`config.mk`:
```
export PLATFORM = sky130hd
export DESIGN_NAME = bchk_trap_unit
export DESIGN_NICKNAME = d
export VERILOG_FILES = /design/src/rtl/bchk_pkg.sv /design/src/rtl/bchk_sext.sv /design/src/rtl/bchk_eval.sv /design/src/rtl/bchk_trap_unit.sv
export SDC_FILE = /design/constraint.sdc
export NUM_CORES = 1
export LEC_CHECK = 0
export BUFFER_PORTS_ARGS = -buffer_cell sky130_fd_sc_hd__buf_2
export CAP_MARGIN = 20
export CORE_MARGIN = 5
export CORE_UTILIZATION = 59
export DETAILED_ROUTE_END_ITERATION = 7
export GPL_TIMING_DRIVEN = 0
export PLACE_DENSITY = 0.91
export SLEW_MARGIN = 20
export SYNTH_ARGS = -nofsm -noshare
export SYNTH_HDL_FRONTEND = slang
export SYNTH_HIERARCHICAL = 1
export SYNTH_SLANG_ARGS = --single-unit
```
`constraint.sdc`:
```
create_clock -name clk -period 8.3 [get_ports clk]
set_input_delay 1.245 -clock clk [delete_from_list [all_inputs] [get_ports clk]]
set_output_delay 1.245 -clock clk [all_outputs]
set_load 0.02 [all_outputs]
```
`src/rtl/bchk_pkg.sv`:
```
package bchk_pkg;
    localparam int BCHK_W = 32;

    localparam logic [1:0] SZ_BYTE = 2'b00;
    localparam logic [1:0] SZ_WORD = 2'b01;

    typedef enum logic {
        FORM_SINGLE = 1'b0,
        FORM_PAIR   = 1'b1
    } bchk_form_e;

    typedef enum logic [1:0] {
        ST_IDLE   = 2'd0,
        ST_SINGLE = 2'd1,
        ST_PAIR   = 2'd2
    } bchk_state_e;

    typedef struct packed {
        logic n;
        logic z;
        logic c;
        logic trap;
    } bchk_res_t;
endpackage

```
`src/rtl/bchk_sext.sv`:
```
module bchk_sext
    import bchk_pkg::*;
#(
    parameter int DATA_W = BCHK_W
) (
    input  logic [1:0]        size_i,
    input  logic [DATA_W-1:0] data_i,
    output logic [DATA_W-1:0] data_o
);
    localparam int BYTE_W = 8;
    localparam int WORD_W = 16;

    always_comb begin
        unique case (size_i)
            SZ_BYTE: data_o = {{(DATA_W-BYTE_W){data_i[BYTE_W-1]}}, data_i[BYTE_W-1:0]};
            SZ_WORD: data_o = {{(DATA_W-WORD_W){data_i[WORD_W-1]}}, data_i[WORD_W-1:0]};
            default: data_o = data_i;
        endcase
    end
endmodule

```
`src/rtl/bchk_eval.sv`:
```
module bchk_eval
    import bchk_pkg::*;
#(
    parameter int DATA_W = BCHK_W
) (
    input  bchk_form_e               form_i,
    input  logic                     trap_en_i,
    input  logic signed [DATA_W-1:0] value_i,
    input  logic signed [DATA_W-1:0] lower_i,
    input  logic signed [DATA_W-1:0] upper_i,
    output bchk_res_t                res_o
);
    logic signed [DATA_W-1:0] lo_eff;
    logic below, above, wrapped, out_c;

    always_comb begin
        lo_eff  = (form_i == FORM_PAIR) ? lower_i : '0;
        below   = value_i < lo_eff;
        above   = value_i > upper_i;
        wrapped = lo_eff > upper_i;
        out_c   = wrapped ? (below && above) : (below || above);

        res_o.n = value_i[DATA_W-1];
        res_o.c = out_c;
        if (form_i == FORM_PAIR) begin
            res_o.z    = (value_i == lo_eff) || (value_i == upper_i);
            res_o.trap = out_c && trap_en_i;
        end else begin
            res_o.z    = 1'b0;
            res_o.trap = below || above;
        end
    end
endmodule

```
`src/rtl/bchk_trap_unit.sv`:
```
module bchk_trap_unit
    import bchk_pkg::*;
#(
    parameter int DATA_W = BCHK_W
) (
    input  logic              clk,
    input  logic              rst_n,
    input  logic              req_valid,
    input  logic              req_form,
    input  logic [1:0]        req_size,
    input  logic              req_trap_en,
    input  logic [DATA_W-1:0] req_value,
    input  logic [DATA_W-1:0] req_lower,
    input  logic [DATA_W-1:0] req_upper,
    output logic              rsp_valid,
    output logic              flag_n,
    output logic              flag_z,
    output logic              flag_c,
    output logic              upd_n,
    output logic              upd_z,
    output logic              upd_c,
    output logic              trap_req
);
    localparam int NUM_OPS = 3;
    localparam int OP_VAL  = 0;
    localparam int OP_LO   = 1;
    localparam int OP_HI   = 2;

    logic [DATA_W-1:0] raw_ops [NUM_OPS];
    logic [DATA_W-1:0] ext_ops [NUM_OPS];
    bchk_res_t   eval_res, res_q;
    bchk_state_e state, state_nxt;
    logic        value_sign;

    assign raw_ops[OP_VAL] = req_value;
    assign raw_ops[OP_LO]  = req_lower;
    assign raw_ops[OP_HI]  = req_upper;

    for (genvar g = 0; g < NUM_OPS; g++) begin : g_sext
        bchk_sext #(.DATA_W(DATA_W)) u_sext (
            .size_i (req_size),
            .data_i (raw_ops[g]),
            .data_o (ext_ops[g])
        );
    end

    assign value_sign = ext_ops[OP_VAL][DATA_W-1];

    bchk_eval #(.DATA_W(DATA_W)) u_eval (
        .form_i    (bchk_form_e'(req_form)),
        .trap_en_i (req_trap_en),
        .value_i   (ext_ops[OP_VAL]),
        .lower_i   (ext_ops[OP_LO]),
        .upper_i   (ext_ops[OP_HI]),
        .res_o     (eval_res)
    );

    // next-state selection
    always_comb begin
        if (!req_valid) begin
            state_nxt = ST_IDLE;
        end else begin
            unique case (bchk_form_e'(req_form))
                FORM_PAIR:   state_nxt = ST_PAIR;
                FORM_SINGLE: state_nxt = ST_SINGLE;
                default:     state_nxt = ST_IDLE;
            endcase
        end
    end

    // state and result register
    always_ff @(posedge clk) begin
        if (!rst_n) begin
            state <= ST_IDLE;
            res_q <= '0;
        end else begin
            state <= state_nxt;
            if (req_valid) begin
                res_q <= eval_res;
            end
        end
    end

    // outputs per state
    always_comb begin
        rsp_valid = 1'b0;
        flag_n    = 1'b0;
        flag_z    = 1'b0;
        flag_c    = 1'b0;
        upd_n     = 1'b0;
        upd_z     = 1'b0;
        upd_c     = 1'b0;
        trap_req  = 1'b0;
        unique case (state)
            ST_IDLE: ;
            ST_SINGLE: begin
                rsp_valid = 1'b1;
                upd_n     = 1'b1;
                upd_c     = 1'b1;
                flag_n    = res_q.n;
                flag_c    = res_q.c;
                trap_req  = res_q.trap;
            end
            ST_PAIR: begin
                rsp_valid = 1'b1;
                upd_z     = 1'b1;
                upd_c     = 1'b1;
                flag_z    = res_q.z;
                flag_c    = res_q.c;
                trap_req  = res_q.trap;
            end
            default: ;
        endcase
    end

    // assertions
    logic past_ok;
    always_ff @(posedge clk) begin
        if (!rst_n) past_ok <= 1'b0;
        else        past_ok <= 1'b1;
    end

    p_rsp_follows_req_r10: assert property (@(posedge clk) disable iff (!rst_n)
        past_ok |-> (rsp_valid == $past(req_valid)));

    p_idle_quiet_r10: assert property (@(posedge clk) disable iff (!rst_n)
        !rsp_valid |-> !(trap_req || upd_n || upd_z || upd_c || flag_n || flag_z || flag_c));

    p_pair_subset_r8: assert property (@(posedge clk) disable iff (!rst_n)
        (past_ok && $past(req_valid && req_form)) |-> (!upd_n && upd_z && upd_c && !flag_n));

    p_pair_trap_gate_r8: assert property (@(posedge clk) disable iff (!rst_n)
        (past_ok && $past(req_valid && req_form && !req_trap_en)) |-> !trap_req);

    p_single_n_r1: assert property (@(posedge clk) disable iff (!rst_n)
        (past_ok && $past(req_valid && !req_form)) |-> (flag_n == $past(value_sign)));

    p_single_neg_traps_r4: assert property (@(posedge clk) disable iff (!rst_n)
        (past_ok && $past(req_valid && !req_form && value_sign)) |-> (trap_req && !upd_z));

    p_bound_hit_inside_r5: assert property (@(posedge clk) disable iff (!rst_n)
        (upd_z && flag_z) |-> (!flag_c && !trap_req));
endmodule

```
==> run_results.csv <==
group,metric,value,unit
yosys,synthCells,564,
timing,slew_viol_final,0,
die,die_width,92.7,um
global_route,grt_pass1_vias,4052,
global_route,grt_max_degree,11,
detailed_routing,viasPerCell,5.58,
cts,clk_latency,220,ps
final_layout,antenna_cells,0,
setup_path,end_kind,"flop",
detailed_routing,drt_first_iter_violations,201,
power_and_ir_drop,p_per_area,75.6,nW/um2
worst_hold_path,hold_class,"reg2reg",
detailed_routing,route.detailed.drc,0,
die,start_util,60.1,%
setup_path,critPathMaxFanout,10,
power_and_ir_drop,irDropWorstVdd,0.0418,mV
yosys,synth_seq_area_share,2.98,%
cts,clockBufferDepth,2,
timing,tightestPinTransition,732,ps
global_route,antenna_found_initial,0,
placement,gp_congestion,0.965,
placement,dp_hpwl,9690,um
global_route,grt.busiest_layer,"met2",
yosys,syn_nets,765,
setup_path,crit_arrival,4460,ps
run_status,status,"finished, final reports clean",
detailed_routing,first_pass_iters,5,
global_route,globalRouteMet1Util,31.7,%
job,maxCapViolations,0,
detailed_routing,wl,10900,um
global_route,grt_util_all_layers,24.7,%
timing,max_freq,230,MHz
global_route,use_met2,44.7,%
cts,cts_tree,"yes",
cts,postCtsResizedCells,0,
timing,setup_viol,0,
timing,hold_viol,0,
detailed_routing,wl_per_cell,14.8,um
setup_path,start_kind,"input pin",
final_layout,drive_gt1_share,21.6,%
yosys,synth_cell_types,42,
cts,cts-root-buf,"clkbuf_8",
timing,setup_tns,0,ps
die,core_area,6720,um2
yosys,synth_flop_cell,"dfxtp_1",
die,io_pins,111,
die,placementRows,30,
final_layout,nets,856,
cts,post-cts-setup-buffers,0,
timing,fin_crit_sh,52.4,%
yosys,synth_edf_count,0,
timing,slew_headroom,50.8,%
cts,cts_made_buffers,3,
yosys,synthesis.area,4040,um2
timing,whs,523,ps
final_layout,syn2layout_area_growth,14.2,%
cts,cts-htree-levels,1,
power_and_ir_drop,p_leak,0.00300,uW
detailed_routing,vias,4087,
yosys,yosysWarningCount,6,
yosys,ys_seq_elements,6,
timing,period_minus_slack,4350,ps
yosys,async_flop_share,0,%
global_route,grtUsageMet3,3.41,%
die,die_h,92.7,um
cts,clkTransAtPathRegs,30,ps
timing,skew,0,ps
die,die_area,8590,um2
setup_path,path_class,"in2reg",
yosys,syn_avg_cell_area,7.15,um2
setup_path,required,8410,ps
detailed_routing,ant_nets,0,
timing,grt_setup_unrepaired,"no",
placement,portBuffers,86,
global_route,grt_overflow_total,0,
cts,clock_sinks,6,
cts,hold_buffers,0,
global_route,grt_pass1_wl,17900,um
## area by class of cell
type                    count  area [um2]
repair buffers             86         430
clock buffers               3        41.3
multi-input cells         390        3110
fillers                   568        2110
plain buffers              50         364
well taps                  80         100
inverters                 118         443
flip-flops and latches      6         120
## layout by cell type (no fill, tap or decap), types with 2 or more instances in the layout
master,n
nand3_1,9
buf_2,95
nand2b_1,2
clkbuf_1,4
o21ai_0,31
nand2_1,69
mux2i_4,3
a211oi_1,3
clkbuf_8,3
a221oi_1,4
nor3_1,3
o211ai_1,2
nand4_1,20
nor2_1,4
a21o_1,19
or3b_1,3
nor2b_1,11
dfxtp_1,6
and2_1,2
inv_1,118
and4_1,2
mux2i_1,52
a2111oi_0,3
a21oi_1,30
buf_4,30
buf_6,7
nor4_1,5
ha_1,98
## power breakdown
group / switching [uW] / leakage (uW) / internal, uW / total [uW]
sequential: 1.18 / 0.0000491 / 31.3 / 32.5
clock: 12.1 / 0.0000216 / 31.1 / 43.2
combinational: 148 / 0.00293 / 124 / 273
## per-stage QoR
step | total power, uW | area (um2) | cells | setup slack (ps) | utilization (%)
after CTS | 346 | 4610 | 733 | 4030 | 68.6
final | 348 | 4610 | 733 | 3950 | 68.6
after global placement | 288 | 4570 | 730 | 3910 | 68.0
after detailed placement | 300 | 4570 | 730 | 3810 | 68.0
after global routing | 386 | 4610 | 733 | 3710 | 68.6
after floorplan | 229 | 4040 | 564 | 4340 | -
## flip-flops by register name (all words and copies together) (netlist names)
name and cells:
res_q 4, state 2
## critical path: stages
cell and delay (ps):
buf_6 110, mux2i_4 360, buf_4 240, mux2i_1 130, ha_1 300, and4_1 220
nand4_1 180, nor4_1 700, nand3_1 310, a21oi_1 260, a21oi_1 60, buf_4 150
mux2i_1 140, nor2b_1 60
## per-layer routing
metal	wire, um	vias up
met5	0	-
met4	87	0
met3	840	14
met2	5120	154
met1	4840	1848
li1	-	2071
## final timing paths
path | startpoint | to | slack (ps) | depth (start not counted)
max | req_size[0] | res_q[1] | 3950 | 14
min | res_q[3] | res_q[3] | 520 | 2
max reg2reg | res_q[1] | res_q[1] | 7680 | 2
min reg2reg | res_q[3] | res_q[3] | 520 | 2
## kinds of logic (layout without fill, tap and decap cells)
logic type | after synthesis | after routing | synth area share, %
buffers and inverters | 168 | 257 | 20.0
and+or+nand+nor | 133 | 133 | 16.1
AOI/OAI and AO/OA | 103 | 103 | 15.8
adders and majority gates | 98 | 98 | 30.4
muxes | 55 | 55 | 14.6
DFF | 6 | 6 | 2.98
xor gates and xnor gates | 1 | 1 | 0.217
## synthesized netlist by cell type, types with 2 or more instances
| cell type | instances | area (um2) |
|---|---|---|
| a2111oi_0 | 3 | 26.3 |
| a211oi_1 | 3 | 22.5 |
| a21o_1 | 19 | 143 |
| a21oi_1 | 30 | 150 |
| a221oi_1 | 4 | 35.0 |
| and2_1 | 2 | 12.5 |
| and4_1 | 2 | 17.5 |
| buf_2 | 9 | 45.0 |
| buf_4 | 30 | 225 |
| buf_6 | 7 | 78.8 |
| clkbuf_1 | 4 | 15.0 |
| dfxtp_1 | 6 | 120 |
| ha_1 | 98 | 1230 |
| inv_1 | 118 | 443 |
| mux2i_1 | 52 | 521 |
| mux2i_4 | 3 | 67.6 |
| nand2_1 | 69 | 259 |
| nand2b_1 | 2 | 12.5 |
| nand3_1 | 9 | 45.0 |
| nand4_1 | 20 | 125 |
| nor2_1 | 4 | 15.0 |
| nor2b_1 | 11 | 68.8 |
| nor3_1 | 3 | 15.0 |
| nor4_1 | 5 | 31.3 |
| o211ai_1 | 2 | 15.0 |
| o21ai_0 | 31 | 155 |
| or3b_1 | 3 | 26.3 |
Note: power is estimated with default switching activity, not from simulation.
